**src/rtl/rst_hold_pkg.sv**
```systemverilog
package rst_hold_pkg;
  typedef struct packed {
    logic cntInc;
    logic cntClr;
  } cntStrobes_t;

  localparam logic [1:0] ADDR_COUNT = 2'd0;
  localparam logic [1:0] ADDR_ENABLE = 2'd1;
  localparam logic [1:0] ADDR_TRIGGER = 2'd2;
  localparam int CLR_BIT = 31;
  localparam int EN_BIT = 2;
  localparam int TRIG_BIT = 0;
endpackage

```
**src/rtl/rst_hold_sync.sv**
```systemverilog
module rst_hold_sync #(
  parameter int STAGES = 2
) (
  input  logic clk,
  input  logic porRstN,
  input  logic asyncIn,
  output logic syncOut
);
  logic [STAGES-1:0] chain;

  generate
    genvar i;
    for (i = 0; i < STAGES; i++) begin : g_stage
      always_ff @(posedge clk or negedge porRstN) begin
        if (!porRstN) chain[i] <= 1'b1;
        else if (i == 0) chain[i] <= asyncIn;
        else chain[i] <= chain[(i == 0) ? 0 : i-1];
      end
    end
  endgenerate

  assign syncOut = chain[STAGES-1];
endmodule

```
**src/rtl/rst_hold_ctrl.sv**
```systemverilog
module rst_hold_ctrl
  import rst_hold_pkg::*;
#(
  parameter int PULSE_LEN = 8,
  localparam int PW = $clog2(PULSE_LEN + 1)
) (
  input  logic        clk,
  input  logic        porRstN,
  input  logic        syncLow,
  input  logic        regWrEn,
  input  logic [1:0]  regAddr,
  input  logic        wrClrBit,
  input  logic        wrEnBit,
  input  logic        wrTrigBit,
  output cntStrobes_t strobes,
  output logic        maskBit,
  output logic        softRstOut
);
  logic [PW-1:0] pulseCnt;
  logic          trigReq;

  assign strobes.cntClr = regWrEn && (regAddr == ADDR_COUNT) && wrClrBit;
  assign strobes.cntInc = syncLow;
  assign trigReq = regWrEn && (regAddr == ADDR_TRIGGER) && wrTrigBit
                   && maskBit && (pulseCnt == '0);

  always_ff @(posedge clk or negedge porRstN) begin
    if (!porRstN) maskBit <= 1'b0;
    else if (regWrEn && regAddr == ADDR_ENABLE) maskBit <= wrEnBit;
  end

  always_ff @(posedge clk or negedge porRstN) begin
    if (!porRstN) pulseCnt <= '0;
    else if (trigReq) pulseCnt <= PW'(PULSE_LEN);
    else if (pulseCnt != '0) pulseCnt <= pulseCnt - 1'b1;
  end

  assign softRstOut = (pulseCnt != '0);
endmodule

```
**src/rtl/rst_hold_datapath.sv**
```systemverilog
module rst_hold_datapath
  import rst_hold_pkg::*;
#(
  parameter int CNT_W = 29,
  localparam logic [CNT_W-1:0] CNT_MAX = {CNT_W{1'b1}}
) (
  input  logic             clk,
  input  logic             porRstN,
  input  cntStrobes_t      strobes,
  input  logic             maskBit,
  input  logic [1:0]       regAddr,
  output logic [CNT_W-1:0] countVal,
  output logic [31:0]      regRdData
);
  always_ff @(posedge clk or negedge porRstN) begin
    if (!porRstN) countVal <= '0;
    else if (strobes.cntClr) countVal <= '0;
    else if (strobes.cntInc && countVal != CNT_MAX) countVal <= countVal + 1'b1;
  end

  always_comb begin
    regRdData = '0;
    unique case (regAddr)
      ADDR_COUNT:  regRdData[CNT_W-1:0] = countVal;
      ADDR_ENABLE: regRdData[EN_BIT] = maskBit;
      default:     regRdData = '0;
    endcase
  end
endmodule

```
**src/rtl/rst_hold_meter.sv**
```systemverilog
module rst_hold_meter
  import rst_hold_pkg::*;
#(
  parameter int CNT_W = 29,
  parameter int PULSE_LEN = 8,
  parameter int SYNC_STAGES = 2
) (
  input  logic        clk,
  input  logic        porRstN,
  input  logic        sysRstN,
  input  logic        regWrEn,
  input  logic [1:0]  regAddr,
  input  logic [31:0] regWrData,
  output logic [31:0] regRdData,
  output logic        softRstOut
);
  logic             syncHigh;
  logic             syncLow;
  logic             maskBit;
  cntStrobes_t      strobes;
  logic [CNT_W-1:0] countVal;

  rst_hold_sync #(.STAGES(SYNC_STAGES)) uSync (
    .clk(clk), .porRstN(porRstN), .asyncIn(sysRstN), .syncOut(syncHigh)
  );
  assign syncLow = ~syncHigh;

  rst_hold_ctrl #(.PULSE_LEN(PULSE_LEN)) uCtrl (
    .clk(clk), .porRstN(porRstN), .syncLow(syncLow),
    .regWrEn(regWrEn), .regAddr(regAddr),
    .wrClrBit(regWrData[CLR_BIT]), .wrEnBit(regWrData[EN_BIT]),
    .wrTrigBit(regWrData[TRIG_BIT]),
    .strobes(strobes), .maskBit(maskBit), .softRstOut(softRstOut)
  );

  rst_hold_datapath #(.CNT_W(CNT_W)) uData (
    .clk(clk), .porRstN(porRstN), .strobes(strobes), .maskBit(maskBit),
    .regAddr(regAddr), .countVal(countVal), .regRdData(regRdData)
  );
endmodule

```
**config.mk**
```make
export PLATFORM = sky130hd
export DESIGN_NAME = rst_hold_meter
export DESIGN_NICKNAME = d
export VERILOG_FILES = /design/src/rtl/rst_hold_pkg.sv /design/src/rtl/rst_hold_sync.sv /design/src/rtl/rst_hold_ctrl.sv /design/src/rtl/rst_hold_datapath.sv /design/src/rtl/rst_hold_meter.sv
export SDC_FILE = /design/constraint.sdc
export NUM_CORES = 1
export LEC_CHECK = 0
export ABC_AREA = 1
export BUFFER_PORTS_ARGS = -buffer_cell sky130_fd_sc_hd__buf_2
export CAP_MARGIN = 40
export CORE_MARGIN = 2
export CORE_UTILIZATION = 48
export DETAILED_ROUTE_END_ITERATION = 16
export PLACE_DENSITY_LB_ADDON = 0.08
export SLEW_MARGIN = 20
export SYNTH_ARGS = -nofsm -noshare
export SYNTH_HDL_FRONTEND = slang
export SYNTH_SLANG_ARGS = --single-unit
```
**constraint.sdc**
```tcl
create_clock -name clk -period 1.5 [get_ports clk]
set_clock_uncertainty 0.1 [all_clocks]
set_input_delay 0.15 -clock clk [delete_from_list [all_inputs] [get_ports clk]]
set_output_delay 0.15 -clock clk [all_outputs]
set_load 0.02 [all_outputs]
```
==> impl_metrics.csv, run 1 <==
group,metric,value,unit
run_status,status,"complete, but fails checks",
run_status,violations,"setup timing",
critical_path,crit_fanout,7,
route,ant_nets,0,
logic_synthesis,synthTopCellsByArea,"dfrtp_1 (34%), nand2_1 (18%), nor2_1 (10%)",
sta,slew_viol_final,0,
critical_path,timing.rr.end,"uData.countVal[4]$_DFFE_PN0P_",
critical_path,r2r-start,"uData.countVal[1]$_DFFE_PN0P_",
sta,min_period,1.67,ns
clock_tree,cts_tree,"yes",
global_routing,track_usage,0.280,
worst_hold_path,whs_path_depth,4,
route,drcViolationCount,0,
die,rows,26,
pwr,p_per_area,727,nW/um^2
finish,n_antenna_cell,0,
critical_path,crit_start,"uData.countVal[1]$_DFFE_PN0P_",
route,via_per_inst,5.07,
clock_tree,cts_made_buffers,5,
logic_synthesis,ys_types,30,
logic_synthesis,synth_top_cell_by_area,"dfrtp_1",
global_routing,grt_overflow,0,
global_routing,grt_pass1_wl,13.1,mm
sta,maxClockFrequency,599,MHz
route,vias,2981,
pwr,p_leak,1.90,nW
pwr,peakVddDrop,0.000770,V
sta,fin_ws,-0.171,ns
flow_run,cap_viol_max_count,0,
route,wire_per_inst,14.1,microns
route,first_iter_violations,201,
critical_path,reg2reg_slack,-0.17,ns
clock_tree,clk_path_buf_depth,2,
placed_design,io_buffers,38,
logic_synthesis,yosysWarnings,0,
critical_path,startpoint_type,"flip-flop",
clock_tree,cts.sinks,36,
clock_tree,cts.htree.levels,2,
clock_tree,clock_latency,0.30,ns
die,start_util,0.495,
critical_path,required,1.62,ns
finish,fin_nets,558,
logic_synthesis,syn_area_per_cell,6.46,sq um
sta,rsz0062_at_grt,"yes",
route,drt_pre_antenna_iters,4,
die,die-area,5860,sq um
finish,layout_common_cells,"nand2_1 (117), buf_4 (81), nor2_1 (61), inv_1 (40), buf_2 (34)",
pwr,total_power,0.00285,W
global_routing,grt_antenna_before_repair,0,
die,fp.dieH,76.5,microns
sta,fin_setup_tns,-3.13,ns
sta,finalHoldViolations,0,
global_routing,grt_pass1_vias,2862,
sta,finalSetupViolCount,30,
die,io_pins,71,
finish,drive_gt1_frac,0.394,
route,wirelength,8.27,mm
worst_hold_path,hp-class,"input pin to flip-flop",
sta,fin_hold_ws,0.121,ns
die,core_area,5110,sq um
logic_synthesis,ys_ff_latch,36,
logic_synthesis,ys_seq_area_frac,0.358,
logic_synthesis,synth_area,2530,sq um
die,die_w,76.5,microns
placed_design,hpwl,5.68,mm
logic_synthesis,synthCells,391,
critical_path,worstRegToRegCells,11,
finish,area_growth,55.2,%
critical_path,crit_path_end,"uData.countVal[4]$_DFFE_PN0P_",
clock_tree,cts_root_buf,"clkbuf_8",
critical_path,path_class,"flip-flop to flip-flop",
critical_path,cp.arrival,1.79,ns
finish,nFillCells,392,
placed_design,place_congestion,0.927,
global_routing,grt_max_degree,22,
logic_synthesis,synth_top_area_frac,0.337,
clock_tree,clkTransAtPathRegs,0.07,ns
critical_path,cp-end-kind,"flip-flop",
finish,final_common_cell,"nand2_1",
sta,min_period_over_period,1.11,
## final cells by class
type                            count  area, sq um  area share
Multi-Input combinational cell    298         1650       0.421
Timing Repair Buffer              129         1010       0.257
Sequential cell                    36          905       0.231
Inverter                           47          181      0.0463
Clock buffer                        8         90.1      0.0230
Tap cell                           70         87.6      0.0223
## per-layer routing
| metal | vias to the layer above | track usage | share of wire |
|---|---|---|---|
| met3 | 13 | 0.0391 | 0.059 |
| met5 | - | 0 | 0 |
| met2 | 101 | 0.480 | 0.48 |
| met1 | 1405 | 0.369 | 0.44 |
| li1 | 1462 | - | - |
| met4 | 0 | 0.0782 | 0.016 |
## sequential cells by signal, indices dropped and copies added (netlist names)
| signal | count |
|---|---|
| uData.countVal | 29 |
| uCtrl.pulseCnt | 4 |
| uCtrl.maskBit | 1 |
| uSync.chain | 1 |
| uSync.syncOut | 1 |
## worst min-delay path by stage
stage                     slack (ns)        from                             to
after CTS                       0.11  regAddr[0]  uCtrl.pulseCnt[3]$_DFFE_PN0P_
final                           0.12  regAddr[0]  uCtrl.pulseCnt[3]$_DFFE_PN0P_
after detailed placement       0.004     porRstN  uCtrl.pulseCnt[0]$_DFFE_PN0P_
after global routing            0.15     regWrEn      uCtrl.maskBit$_DFFE_PN0P_
after floorplan                -0.25     porRstN      uCtrl.maskBit$_DFFE_PN0P_
after global placement        -0.003     porRstN  uCtrl.pulseCnt[0]$_DFFE_PN0P_
## synthesized netlist by cell type (all sizes together)
cell type and count:
nand2 127, and2 1, xor2 6, dfstp 2, nand3 47, nor2 74, o21a 1, buf 9
o31ai 1, ha 3, clkbuf 3, inv 47, mux2 1, nor3 1, xnor2 1, o22ai 1
nand4 5, o21ai 26, dfrtp 34, conb 1
## critical path, stage by stage, from the launching register on
cell,delay (ns)
dfrtp_1,0.40
ha_4,0.17
nand2_4,0.06
nor2_4,0.13
nand2_4,0.08
nor2_8,0.10
nand2_4,0.09
nand2_8,0.10
buf_12,0.12
buf_12,0.12
nand3_2,0.07
o21ai_2,0.07
## metrics by stage
step	setup slack [ns]	area (sq um)	std cells	util
2_1_floorplan	-0.0963	2560	393	-
3_3_place_gp	-0.112	3310	556	0.649
3_5_place_dp	-0.162	3310	556	0.649
4_1_cts	-0.136	3700	580	0.725
5_1_grt	-0.246	3920	588	0.768
6_report	-0.171	3920	588	0.768
## cell families (layout without fill, tap and decap cells)
kind of cell    count (synthesis)  count (layout)  share of synthesized area
simple gates                  255             255                      0.435
buf+inv                        59             184                      0.103
flops                          36              36                      0.358
compound gates                 29              29                     0.0599
xor+xnor                        7               7                     0.0243
fa+ha+maj                       3               3                     0.0149
other cells                     1               3                    0.00148
mux                             1               1                    0.00446
## what timing repair did
item,CTS,global route
gates resized for setup,31,47
endpoints found under the setup margin,29,33
pin swaps,11,12
hold endpoints to repair,17,0
cloned,1,1
setup buffers,12,8
hold buffers,3,0
## where the power goes
| group | switching [W] | internal [W] | leakage (nW) | total [W] |
|---|---|---|---|---|
| sequential | 0.000112 | 0.00109 | 0.479 | 0.00120 |
| combinational | 0.000484 | 0.000415 | 1.37 | 0.000899 |
| clock | 0.000376 | 0.000375 | 0.0455 | 0.000752 |
| total | 0.000972 | 0.00188 | 1.90 | 0.00285 |
No activity file was read; power rests on OpenSTA's default activity.
==> run 2: changes to the inputs <==
--- a/config.mk
+++ b/config.mk
@@ -10,7 +10,9 @@
 export CAP_MARGIN = 40
 export CORE_MARGIN = 2
 export CORE_UTILIZATION = 48
+export CTS_BUF_LIST = sky130_fd_sc_hd__clkbuf_8 sky130_fd_sc_hd__clkbuf_16
 export DETAILED_ROUTE_END_ITERATION = 16
+export GPL_TIMING_DRIVEN = 0
 export PLACE_DENSITY_LB_ADDON = 0.08
 export SLEW_MARGIN = 20
 export SYNTH_ARGS = -nofsm -noshare
==> run 2 against run 1 <==
Net effect: largest power group unchanged; routed wire length down 4.6%; core utilization down 6.9 points; critical path type unchanged; count of clock-buffer cells in the layout is 2 lower; the flow still finishes with violations (setup timing); total power is 5.4% lower; cell count is 6.5% lower.
==> impl_metrics.csv, run 2 (synthesized netlist as in run 1, its figures left out) <==
group,metric,value,unit
die,rows,26,
critical_path,path_class,"flip-flop to flip-flop",
sta,rsz0062_at_grt,"yes",
critical_path,crit_fanout,4,
pwr,peakVddDrop,0.000627,V
global_routing,grt_max_degree,20,
route,first_iter_violations,189,
finish,regMostFlops,"uData.countVal",
pwr,clkPwrFrac,0.274,
critical_path,cp_common_cell,"nand2_1",
die,die_w,76.5,microns
finish,final_common_cell,"nand2_1",
route,vias,2860,
route,top_layer,"met4",
placed_design,hpwl,4.88,mm
clock_tree,clkTransAtPathRegs,0.08,ns
sta,finalHoldViolations,0,
sta,slew_viol_final,0,
finish,final_util,0.699,
placed_design,io_buffers,38,
route,via_per_inst,5.20,
route,ant_nets,0,
placed_design,dp_slack,-0.365,ns
critical_path,cp-end-kind,"flip-flop",
die,io_pins,71,
sta,min_period_over_period,1.12,
critical_path,critPathBufInv,1,
critical_path,startpoint_type,"flip-flop",
sta,maxSlewHeadroom,0.522,
clock_tree,clk_path_buf_depth,2,
placed_design,place_congestion,0.840,
clock_tree,cts.htree.levels,2,
finish,drive_gt1_frac,0.344,
sta,maxClockFrequency,597,MHz
finish,largest_reg_flops,29,
route,drt_pre_antenna_iters,5,
route,wirelength,7.89,mm
sta,worstMarginPinSlew,0.716,ns
critical_path,critPathMaxStageDelay,0.40,ns
finish,layout_common_cells,"nand2_1 (113), nor2_1 (54), inv_1 (41), buf_2 (38), buf_4 (35)",
die,die-area,5860,sq um
finish,fin_nets,520,
route,drcViolationCount,0,
flow_run,cap_viol_max_count,0,
critical_path,cp.arrival,1.76,ns
global_routing,grt_pass1_vias,2577,
finish,n_antenna_cell,0,
sta,finalSetupViolCount,29,
global_routing,grt_antenna_before_repair,0,
route,dr_wl_met3,603,microns
route,wire_per_inst,14.3,microns
critical_path,cp_cell_sequence,"ha_4 -> nand2_4 -> nor2_4 -> nand2_4 -> buf_4 -> nor2_2 -> nand2_1 -> nand2_1 -> nand2_1 -> nand2_1 -> nand2_1",
clock_tree,cts_made_buffers,5,
pwr,p_per_area,756,nW/um^2
pwr,combPwrFrac,0.280,
die,core_area,5110,sq um
die,start_util,0.495,
critical_path,crit_path_top_delay_cell,"dfrtp_1",
clock_tree,cts.sinks,36,
global_routing,grt_pass1_wl,12.2,mm
pwr,p_sw,0.000910,W
clock_tree,cts_tree,"yes",
global_routing,track_usage,0.262,
sta,min_period,1.68,ns
global_routing,grt_overflow,0,
critical_path,required,1.58,ns
sta,fin_ws,-0.176,ns
pwr,p_seq_frac,0.446,
pwr,sw_frac_of_total,0.337,
run_status,violations,"setup timing",
worst_hold_path,hp-class,"input pin to flip-flop",
route,routed-wl-met2,3.81,mm
pwr,p_leak,1.69,nW
run_status,status,"complete, but fails checks",
finish,area_growth,41.3,%
pwr,intPower,0.00179,W
critical_path,critPathTopFamily,"simple AND/OR/NAND/NOR gates",
clock_tree,clock_latency,0.29,ns
die,fp.dieH,76.5,microns
clock_tree,cts_root_buf,"clkbuf_8",
route,wl_met1,3.32,mm
finish,reg_top3,"uData.countVal (29), uCtrl.pulseCnt (4)",
-- run 2: changes by cell type in the layout (fill, tap and decap cells not counted), sizes merged --
cell and delta:
buf -41, clkinv +2, inv +1
-- run 2: tightest hold or removal path, delay by kind of cell --
kind                   cells  cell delay, ns
muxes                      1            0.15
buffers and inverters      1            0.11
and+or+nand+nor            1            0.08
-- run 2: area by class of cell --
type	count	area, sq um
Timing Repair Buffer	78	562
Sequential cell	36	907
Inverter	47	181
Fill cell	450	1540
Multi-Input combinational cell	298	1640
Clock buffer	6	82.6
Timing Repair inverter	1	6.26
Clock inverter	2	10.0
Tap cell	70	87.6
Buffer	12	96.3
-- run 2: stage by stage --
| step | cells | hold slack (ns) | total power (W) | TNS [ns] | instance area, sq um |
|---|---|---|---|---|---|
| floorplan | 393 | -0.246 | 0.00161 | -1.88 | 2560 |
| global placement | 501 | 0.155 | 0.00176 | -8.89 | 2840 |
| detailed placement | 502 | 0.0400 | 0.00177 | -9.28 | 2860 |
| CTS | 537 | 0.114 | 0.00263 | -3.80 | 3280 |
| global route | 550 | 0.128 | 0.00286 | -6.93 | 3570 |
| finish | 550 | 0.132 | 0.00270 | -4.02 | 3570 |
-- run 2: final timing paths --
kind                                                  endpoint                          start  slack (ns)  cells after the start
worst min-delay path                 uCtrl.maskBit$_DFFE_PN0P_                        regWrEn        0.13                      3
worst max-delay path            uData.countVal[28]$_DFFE_PN0P_  uData.countVal[0]$_DFFE_PN0P_       -0.18                     11
worst max register to register  uData.countVal[28]$_DFFE_PN0P_  uData.countVal[0]$_DFFE_PN0P_       -0.18                     11
max in group asynchronous       uData.countVal[13]$_DFFE_PN0P_                        porRstN        0.58                      3
min in group asynchronous        uCtrl.pulseCnt[0]$_DFFE_PN0P_                        porRstN        0.24                      2
worst min register to register         uSync.syncOut$_DFF_PN1_       uSync.chain[0]$_DFF_PN1_        0.26                      0
-- run 2: power groups by stage --
stage / clock [W] / combinational [W] / sequential (W)
2_1_floorplan: 0 / 0.000429 / 0.00118
3_5_place_dp: 0 / 0.000568 / 0.00121
4_1_cts: 0.000748 / 0.000684 / 0.00119
3_3_place_gp: 0 / 0.000550 / 0.00121
5_1_grt: 0.000800 / 0.000841 / 0.00122
6_report: 0.000739 / 0.000754 / 0.00120
-- run 2: timing repair --
action / 4_1_cts / 5_1_grt
cloned: 4 / 0
pin swaps: 7 / 11
setup buffers: 20 / 13
gates resized for setup: 31 / 54
hold buffers: 3 / 0
hold endpoints to repair: 18 / 0
setup endpoints to repair: 30 / 42
-- run 2: metal layers --
metal / up-vias / global-route usage
met5: - / 0
met4: 0 / 0.0945
met3: 17 / 0.0474
met2: 118 / 0.422
met1: 1326 / 0.353
li1: 1399 / -
